[config.mk]
export PLATFORM = sky130hd
export DESIGN_NAME = cst_tree
export DESIGN_NICKNAME = d
export VERILOG_FILES = /design/src/rtl/cst_pkg.sv /design/src/rtl/cst_rst_sync.sv /design/src/rtl/cst_csa_row.sv /design/src/rtl/cst_level.sv /design/src/rtl/cst_pipe_reg.sv /design/src/rtl/cst_tree.sv
export SDC_FILE = /design/constraint.sdc
export NUM_CORES = 1
export LEC_CHECK = 0
export BUFFER_PORTS_ARGS = -buffer_cell sky130_fd_sc_hd__buf_2
export CORE_MARGIN = 5
export CORE_UTILIZATION = 50
export CTS_BUF_LIST = sky130_fd_sc_hd__clkbuf_8
export DETAILED_ROUTE_END_ITERATION = 8
export PLACE_DENSITY_LB_ADDON = 0.05
export SLEW_MARGIN = 5
export SYNTH_ARGS = -nofsm -noshare
export SYNTH_HDL_FRONTEND = slang
export SYNTH_SLANG_ARGS = --single-unit
export TNS_END_PERCENT = 5
[constraint.sdc]
create_clock -name clk -period 7.9 [get_ports clk]
set_clock_uncertainty 0.1 [all_clocks]
set_input_delay 0.79 -clock clk [delete_from_list [all_inputs] [get_ports clk]]
set_output_delay 0.79 -clock clk [all_outputs]
set_load 0.005 [all_outputs]
[src/rtl/cst_pkg.sv]
package cst_pkg;

  // Tree shape is fixed at eight operands reduced over four carry-save levels
  localparam int NUM_PP  = 8;
  localparam int NUM_LVL = 4;

  // Full-adder rows used at a level: 8->6 and 6->4 need two, 4->3 and 3->2 need one
  function automatic int rows_at(input int lvl);
    return (lvl <= 2) ? 2 : 1;
  endfunction

  // Whether a register follows the given level for a pipeline setting
  function automatic bit reg_after(input int lvl, input int per_stage);
    return (per_stage == 1) || ((per_stage == 2) && ((lvl % 2) == 0));
  endfunction

  function automatic int latency(input int per_stage);
    return (per_stage == 0) ? 0 : NUM_LVL / per_stage;
  endfunction

endpackage

[src/rtl/cst_rst_sync.sv]
module cst_rst_sync (
  input  logic clk,
  input  logic rst_n,
  output logic rst_sync_n
);

  logic meta_q;
  logic hold_q;

  always_ff @(posedge clk or negedge rst_n) begin
    if (!rst_n) begin
      meta_q <= 1'b0;
      hold_q <= 1'b0;
    end else begin
      meta_q <= 1'b1;
      hold_q <= meta_q;
    end
  end

  assign rst_sync_n = hold_q;

endmodule

[src/rtl/cst_csa_row.sv]
// One row of W full adders; the vacant carry LSB receives a carry-in bit
module cst_csa_row #(
  parameter int W = 8
) (
  input  logic [W-1:0] a,
  input  logic [W-1:0] b,
  input  logic [W-1:0] c,
  input  logic         ci,
  output logic [W-1:0] s,
  output logic [W-1:0] cy
);

  logic [W-1:0] maj;

  assign s   = a ^ b ^ c;
  assign maj = (a & b) | (a & c) | (b & c);
  assign cy  = {maj[W-2:0], ci};

endmodule

[src/rtl/cst_level.sv]
// One carry-save level: ROWS rows consume 3*ROWS operands and ROWS carry-ins,
// remaining operands and carry-ins shift down to fill the freed slots.
module cst_level
  import cst_pkg::*;
#(
  parameter int W    = 8,
  parameter int ROWS = 2
) (
  input  logic [NUM_PP-1:0][W-1:0] op_i,
  input  logic [NUM_PP-1:0]        ci_i,
  output logic [NUM_PP-1:0][W-1:0] op_o,
  output logic [NUM_PP-1:0]        ci_o
);

  for (genvar r = 0; r < ROWS; r++) begin : g_row
    cst_csa_row #(.W(W)) u_row (
      .a  (op_i[3*r]),
      .b  (op_i[3*r+1]),
      .c  (op_i[3*r+2]),
      .ci (ci_i[r]),
      .s  (op_o[2*r]),
      .cy (op_o[2*r+1])
    );
  end

  for (genvar m = 0; 2*ROWS + m < NUM_PP; m++) begin : g_pass
    if (3*ROWS + m < NUM_PP) begin : g_fwd
      assign op_o[2*ROWS+m] = op_i[3*ROWS+m];
    end else begin : g_zero
      assign op_o[2*ROWS+m] = '0;
    end
  end

  assign ci_o = {{ROWS{1'b0}}, ci_i[NUM_PP-1:ROWS]};

endmodule

[src/rtl/cst_pipe_reg.sv]
module cst_pipe_reg #(
  parameter int W  = 8,
  parameter bit EN = 1'b1
) (
  input  logic         clk,
  input  logic         rst_n,
  input  logic [W-1:0] d,
  output logic [W-1:0] q
);

  if (EN) begin : g_reg
    logic [W-1:0] q_nxt;

    always_comb begin
      q_nxt = d;
    end

    always_ff @(posedge clk or negedge rst_n) begin
      if (!rst_n) q <= '0;
      else        q <= q_nxt;
    end
  end else begin : g_wire
    logic byp_unused;
    assign byp_unused = clk ^ rst_n;
    assign q = d;
  end

endmodule

[src/rtl/cst_tree.sv]
module cst_tree
  import cst_pkg::*;
#(
  parameter int PW   = 11,
  parameter int PIPE = 1
) (
  input  logic                   clk,
  input  logic                   rst_n,
  input  logic [NUM_PP*PW-1:0]   pp_i,
  input  logic [NUM_PP-1:0]      cin_i,
  output logic [PW+2:0]          sum_o,
  output logic [PW+2:0]          carry_o,
  output logic [1:0]             spare_o
);

  localparam int OW = PW + 3;
  localparam int BW = NUM_PP*OW + NUM_PP;

  logic rst_sync_n;

  logic [NUM_PP-1:0][OW-1:0] op_q [0:NUM_LVL];
  logic [NUM_PP-1:0]         ci_q [0:NUM_LVL];
  logic [NUM_PP-1:0][OW-1:0] op_d [1:NUM_LVL];
  logic [NUM_PP-1:0]         ci_d [1:NUM_LVL];
  logic [BW-1:0]             bun_d [1:NUM_LVL];
  logic [BW-1:0]             bun_q [1:NUM_LVL];
  logic                      tail_unused;

  cst_rst_sync u_rst (
    .clk        (clk),
    .rst_n      (rst_n),
    .rst_sync_n (rst_sync_n)
  );

  for (genvar j = 0; j < NUM_PP; j++) begin : g_in
    assign op_q[0][j] = {{(OW-PW){1'b0}}, pp_i[j*PW +: PW]};
  end
  assign ci_q[0] = cin_i;

  for (genvar k = 1; k <= NUM_LVL; k++) begin : g_lvl
    cst_level #(.W(OW), .ROWS(rows_at(k))) u_lvl (
      .op_i (op_q[k-1]),
      .ci_i (ci_q[k-1]),
      .op_o (op_d[k]),
      .ci_o (ci_d[k])
    );

    assign bun_d[k] = {op_d[k], ci_d[k]};

    cst_pipe_reg #(.W(BW), .EN(reg_after(k, PIPE))) u_reg (
      .clk   (clk),
      .rst_n (rst_sync_n),
      .d     (bun_d[k]),
      .q     (bun_q[k])
    );

    assign {op_q[k], ci_q[k]} = bun_q[k];
  end

  assign sum_o   = op_q[NUM_LVL][0];
  assign carry_o = op_q[NUM_LVL][1];
  assign spare_o = ci_q[NUM_LVL][1:0];

  assign tail_unused = ^{op_q[NUM_LVL][NUM_PP-1:2], ci_q[NUM_LVL][NUM_PP-1:2]};

endmodule

**Word-level counts from Yosys, hierarchy flattened**

Cells that the tools add are included.

- Output and inout port bits: 30
- Register bits: 221
- Input bits: 98
- Word-level logic and storage cells: 48

- Bitwise operators: 42

Operators with widths:

| kind | count |
|---|---|
| bitwise AND 13 bit | 9 |
| bitwise OR 13 bit | 7 |
| XOR 14 bit | 6 |
| bitwise AND 11 bit | 7 |
| XOR 14 x 11 -> 14 bit | 4 |
| bitwise OR 11 bit | 4 |
| bitwise AND 13 x 11 -> 13 bit | 2 |
| XOR 11 bit | 2 |
| bitwise OR 13 x 11 -> 13 bit | 1 |

**Logic depth before layout (Yosys ltp)**

Gate-level depths: netlist of the first run.

- Depth after elaboration: 3
- Mapped depth: 1
- Gate-level depth less buffers: 1

**Cells and area by module**

From an unflattened synthesis of the first run, not the netlist that was laid out.

- Cell total of the unflattened synthesis: 890
- Area total of the unflattened synthesis: 16,175.5 sq um

By module, submodules not included:

| module | seq. area each (sq um) | times used | area an instance (sq um) | cells each |
|---|---|---|---|---|
| cst_pipe_reg | 3,002.9 | 4 | 3,002.9 | 120 |
| cst_csa_row | 0.0 | 6 | 291.5 | 15 |
| cst_level at g_lvl[3].u_lvl ... | 0.0 | 2 | 694.4 | 93 |
| cst_level at g_lvl[1].u_lvl ... | 0.0 | 2 | 484.2 | 65 |
| cst_rst_sync | 50.0 | 1 | 53.8 | 3 |
| cst_tree | 0.0 | 1 | 3.8 | 1 |

**Worst setup path before layout of the first run**

Ideal clock, no wire load.

- Path type: input port to flip-flop
- From: input port pp_i[2]
- To: register g_lvl[1].u_reg.q[10]
- Setup slack: 6,429 ps
- Setup time: 136 ps
- Required time: 7,664 ps
- Arrival time: 1,235 ps
- Cell stages on the path: 1
- Path buffers: 0
- Cell sequence: fa_1

- Cells in the longest elaborated chain, start to end: 2

Ends and longest elaborated chain:

| what | line | source |
|---|---|---|
| start, declared | cst_tree.sv:9 | `input logic [NUM_PP*PW-1:0] pp_i,` |
| XOR 11 bit | cst_csa_row.sv:15 | `assign s = a ^ b ^ c;` |
| XOR 14 x 11 -> 14 bit | cst_csa_row.sv:15 |  |
| end signal, assigned | cst_pipe_reg.sv:20 | `else q <= q_nxt;` |
| end, declared | cst_pipe_reg.sv:8 | `output logic [W-1:0] q` |

No other way between the ends.

==> results of run 1 <==
-- cell type report --
class,count,area (µm²),area share [%]
clock buffers,19,262,3.51
clock inverters,11,51.3,0.688
multi-input cells,71,1370,18.4
flip-flops and latches,196,4910,65.8
well taps,172,215,2.88
repair buffers,128,651,8.72
-- placed cells by master (no fill, tap or decap) --
cell / n
clkinv_2: 4
fa_1: 68
clkbuf_8: 19
dfrtp_1: 195
buf_4: 2
conb_1: 3
inv_1: 6
dlygate4sd3_1: 1
clkinv_4: 1
dfrtp_4: 1
buf_2: 125
-- critical path, cell delays in order (launching register included) --
cell	delay (ns)
dfrtp_4	0.85
buf_4	0.73
buf_4	0.82
-- timing repair --
| action | in CTS | in global routing |
|---|---|---|
| setup buffers | 0 | 0 |
| hold buffers | 1 | 0 |
| endpoints found under the hold margin | 2 | 0 |
-- per-stage QoR --
step                power [mW]  setup WS, ns
floorplan                 1.50          1.93
global placement          1.58          5.18
detailed placement        1.60          5.12
CTS                       2.13          5.11
global route              2.24          4.76
finish                    2.07          5.29
-- final timing paths --
check                                          startpoint                        endpoint  slack (ns)  cells past startpoint
max                            u_rst.rst_sync_n$_DFF_PN0_  g_lvl[1].u_reg.q[53]$_DFF_PN0_        5.29                      2
min                         g_lvl[3].u_reg.q[0]$_DFF_PN0_  g_lvl[4].u_reg.q[22]$_DFF_PN0_        0.24                      0
max reg2reg                    u_rst.rst_sync_n$_DFF_PN0_  g_lvl[1].u_reg.q[53]$_DFF_PN0_        5.29                      2
min reg2reg                 g_lvl[3].u_reg.q[0]$_DFF_PN0_  g_lvl[4].u_reg.q[22]$_DFF_PN0_        0.24                      0
max in group clk           g_lvl[4].u_reg.q[20]$_DFF_PN0_                       sum_o[12]        6.03                      1
min in group asynchronous      u_rst.rst_sync_n$_DFF_PN0_  g_lvl[2].u_reg.q[45]$_DFF_PN0_        0.25                      0
-- flip-flops by register name (all words and copies together), names as in the netlist --
register and cells:
g_lvl.u_reg.q 194, u_rst.meta_q 1, u_rst.rst_sync_n 1
-- power groups by stage --
stage                     combinational, mW  sequential (mW)  clock (mW)
after global placement                0.251             1.33           0
after CTS                             0.262             1.32       0.546
after detailed placement              0.260             1.34           0
final                                 0.244             1.31       0.523
after floorplan                       0.179             1.32           0
after global routing                  0.307             1.34       0.592
-- per-layer routing --
layer | vias up | track usage (%) | wire length, µm
met2 | 83 | 19.8 | 4410
met3 | 7 | 5.90 | 604
met5 | - | 0 | 0
met4 | 0 | 5.54 | 89
met1 | 1348 | 17.2 | 3400
li1 | 1101 | - | -
-- logic make-up (layout without fill, tap and decap cells) --
logic type | Yosys count | in the layout | share of synthesized area [%]
flip-flops | 196 | 196 | 75.5
buffers and inverters | 30 | 158 | 3.47
other | 2 | 3 | 0.116
adder cells (fa/ha/maj) | 68 | 68 | 20.9
==> impl_metrics.yaml, run 1 <==
clocking:
  cts-root-buf: "clkbuf_8"
  ctsResizeCount: 0
  clock_sinks: 196
  clk_latency_ns: 0.45
  cts_tree: "built"
  cts_buffers: 17
  cts_htree_levels: 4
  clk_pin_slew_ns: 0.08
  ctsLongestPathBuffers: 2
drt:
  antenna_left: 0
  drc: 0
  drt_iter0_drc: 221
  wl_per_cell_um: 14.3
  num_vias: 2539
  routed_wl_mm: 8.51
  firstDrtPassIters: 4
  vias_per_cell: 4.25
grt:
  grt_overflow: 0
  grt_max_degree: 78
  grtUsageTotal_pct: 13.3
  grt_pass1_wl_mm: 14.5
  grt_antenna_before_repair: 0
  grt_pass1_vias: 2989
sta:
  rsz0062_at_grt: "no"
  slew_headroom_pct: 38.4
  timing.setup.tns_ns: 0
  setup-violations-final: 0
  period_share_pct: 33.0
  maxSlewViolCount: 0
  finalCriticalPeriod_ns: 2.61
  fmax_mhz: 383
  tightest_slew_ns: 0.924
  hold_viol_final: 0
  hold_ws_ns: 0.244
yosys:
  ys_top_cells_by_area: "dfrtp_1 (75%), fa_1 (21%), buf_4 (3.5%)"
  syn-instance-count: 296
  synth_area_per_cell_um2: 22.0
  yosys.area.top_type: "dfrtp_1"
  ys_warn_count: 0
  ys_seq_area_share_pct: 75.5
  synth_most_common_cell: "dfrtp_1"
  synth_ff_type: "dfrtp_1"
  synth_edf_count: 0
  syn_area_um2: 6500
  synth_top_area_share_pct: 75.5
  synth-seq-cells: 196
  synthArstFlopShare_pct: 100
  yosysUniqueCellTypes: 4
  netlist_top_cells_count: "dfrtp_1 (196), fa_1 (68), buf_4 (30)"
floorplanning:
  fp.dieH_um: 124
  initial_core_util_pct: 51.3
  io_pins: 128
  row_count: 41
  core_um2: 12700
  die_w_um: 124
  dieArea_um2: 15400
placed_design:
  routabilityCongestion: 0.740
  post-dp-hpwl_mm: 6.19
  post_dp_cell_area_um2: 7140
  place_inst: 566
  numPortBuffers: 125
power_and_ir_drop:
  p_leak_nw: 3.48
  comb_power_share_pct: 11.8
  switching_power_uw: 516
  power.density_nw_per_um2: 278
  cellInternalPower_mw: 1.56
  ir_worst_vdd_mv: 0.141
  p_clk_share_pct: 25.2
  seqPwrFrac_pct: 63.1
  p_sw_share_pct: 24.9
finish:
  n_fill_cell: 979
  area_growth_pct: 14.8
  fin_area_um2: 7460
  fin_nets: 580
  antennaDiodeCount: 0
  drive_gt1_share_pct: 35.8
  fin_util_pct: 58.9
  final_cells: 597
worst_setup_path:
  arrival_ns: 2.96
  critPathLaunchType: "flop"
  critical_path_required_ns: 8.25
  crit_fanout: 77
  crit_type: "reg -> async"
  critPathCaptureType: "async pin"
flow_run:
  maxCapViolations: 0
hold_path:
  min_path_type: "reg -> reg"
outcome:
  status: "finished clean"
No activity file was read; power rests on OpenSTA's default activity.
==> run 2: changes to the inputs <==
==> constraint.sdc (replaced) <==
create_clock -name clk -period 2.4 [get_ports clk]
set_clock_uncertainty 0.1 [all_clocks]
set_input_delay 0.24 -clock clk [delete_from_list [all_inputs] [get_ports clk]]
set_output_delay 0.24 -clock clk [all_outputs]
set_load 0.005 [all_outputs]
==> impl_metrics.yaml, run 2 (synthesis results as in run 1) <==
clocking:
  clock_sinks: 196
  hold_buffers: 118
  clk_latency_ns: 0.44
  cts-root-buf: "clkbuf_8"
  clk_pin_slew_ns: 0.09
  cts_buffers: 17
  ctsLongestPathBuffers: 2
  ctsResizeCount: 0
  cts_htree_levels: 4
  cts_tree: "built"
  cts_setup_buffers: 0
worst_setup_path:
  reg2reg_slack_ns: 1.24
  reg2reg_from: "g_lvl[2].u_reg.q[12]$_DFF_PN0_"
  r2r_cells: 1
  critical_path_required_ns: 2.62
  reg2reg_to: "g_lvl[3].u_reg.q[12]$_DFF_PN0_"
  critPathCaptureType: "flop"
  startpoint: "pp_i[0]"
  crit_type: "in -> reg"
  crit_fanout: 1
  critPathLaunchType: "input pin"
  arrival_ns: 1.96
drt:
  wl_per_cell_um: 13.5
  antenna_left: 0
  num_vias: 3005
  drt_iter0_drc: 154
  firstDrtPassIters: 4
  drc: 0
  routed_wl_mm: 9.63
  vias_per_cell: 4.20
finish:
  most-common-layout-cells: "dfrtp_1 (195), buf_2 (125), dlygate4sd3_1 (118)"
  antennaDiodeCount: 0
  final_cells: 716
  regMostFlops: "g_lvl.u_reg.q"
  fin_area_um2: 8820
  area_growth_pct: 35.7
  drive_gt1_share_pct: 29.4
  largest_reg_flops: 194
  fin_nets: 697
  final_common_cell: "dfrtp_1"
power_and_ir_drop:
  power.density_nw_per_um2: 874
  p_leak_nw: 4.02
  ir_worst_vdd_mv: 0.622
grt:
  grt_pass1_vias: 3462
  grt_pass1_wl_mm: 16.4
  grt_max_degree: 111
  grt_overflow: 0
  grtUsageTotal_pct: 14.8
  grt_antenna_before_repair: 0
hold_path:
  hold_start: "pp_i[12]"
  min_path_type: "in -> reg"
  whs_path_depth: 2
  holdPathEnd: "g_lvl[1].u_reg.q[24]$_DFF_PN0_"
sta:
  slew_headroom_pct: 62.3
  period_share_pct: 72.2
  finalCriticalPeriod_ns: 1.73
  tightest_slew_ns: 0.566
  setup-violations-final: 0
  timing.setup.tns_ns: 0
  rsz0062_at_grt: "no"
  hold_viol_final: 0
  maxSlewViolCount: 0
  fmax_mhz: 577
floorplanning:
  core_um2: 12700
  dieArea_um2: 15400
  die_w_um: 124
  fp.dieH_um: 124
  io_pins: 128
  row_count: 41
  initial_core_util_pct: 51.3
placed_design:
  numPortBuffers: 125
  place_inst: 566
  routabilityCongestion: 0.686
  post_dp_cell_area_um2: 7160
  post-dp-hpwl_mm: 5.89
outcome:
  status: "finished clean"
flow_run:
  maxCapViolations: 0
## run 2: cell types whose count changed in the layout (fill, tap and decap cells not counted), sizes merged
cell         delta
bufinv          +5
clkbuf          +1
clkinv          -2
clkinvlp        +3
dlygate4sd3   +117
inv             -5
## run 2: through the flow
| stage | total power [mW] | hold slack [ns] | utilization [%] | setup WS, ns |
|---|---|---|---|---|
| after global routing | 8.25 | 0.00212 | 69.6 | 0.694 |
| after floorplan | 4.94 | -0.156 | - | 0.297 |
| after CTS | 7.84 | 0.0102 | 69.6 | 0.720 |
| after global placement | 5.20 | -0.0736 | 56.5 | 1.26 |
| after detailed placement | 5.25 | -0.0708 | 56.5 | 1.25 |
| final | 7.71 | 0.0470 | 69.6 | 0.667 |
## run 2: worst max-delay path: stages
cell and delay [ns]:
dlygate4sd3_1 0.53, buf_2 0.13, fa_1 0.47, dlygate4sd3_1 0.58
## run 2: routing by layer
layer	GRT usage (%)	part of all wire (%)	wire [µm]	up-vias
met2	23.4	53	5080	94
met1	18.6	39	3800	1560
met3	5.68	6.1	583	15
met5	0	0	0	-
met4	5.82	1.8	171	0
li1	-	-	-	1336
## run 2: how the worst max path moves through the flow
| stage | cells after the start | endpoint | slack, ns |
|---|---|---|---|
| 4_1_cts | 4 | g_lvl[1].u_reg.q[44]$_DFF_PN0_ | 0.72 |
| 6_report | 4 | g_lvl[1].u_reg.q[8]$_DFF_PN0_ | 0.67 |
| 2_1_floorplan | 0 | g_lvl[1].u_reg.q[0]$_DFF_PN0_ | 0.30 |
| 3_3_place_gp | 1 | g_lvl[3].u_reg.q[12]$_DFF_PN0_ | 1.26 |
| 5_1_grt | 4 | g_lvl[1].u_reg.q[8]$_DFF_PN0_ | 0.69 |
| 3_5_place_dp | 1 | g_lvl[1].u_reg.q[55]$_DFF_PN0_ | 1.25 |
## run 2: layout make-up
type                       instances  area (µm²)
sequential                       196        4910
fill                             818        3850
timing repair buffer             245        1850
multi-input combinational         71        1370
clock buffer                      20         275
tap                              172         215
clock inverter                    12         200
## run 2: report_power, final
part / total (mW) / internal [mW] / switching [mW]
Clock: 2.38 / 1.32 / 1.06
Combinational: 1.04 / 0.603 / 0.435
Sequential: 4.29 / 3.98 / 0.313
Total: 7.71 / 5.91 / 1.80
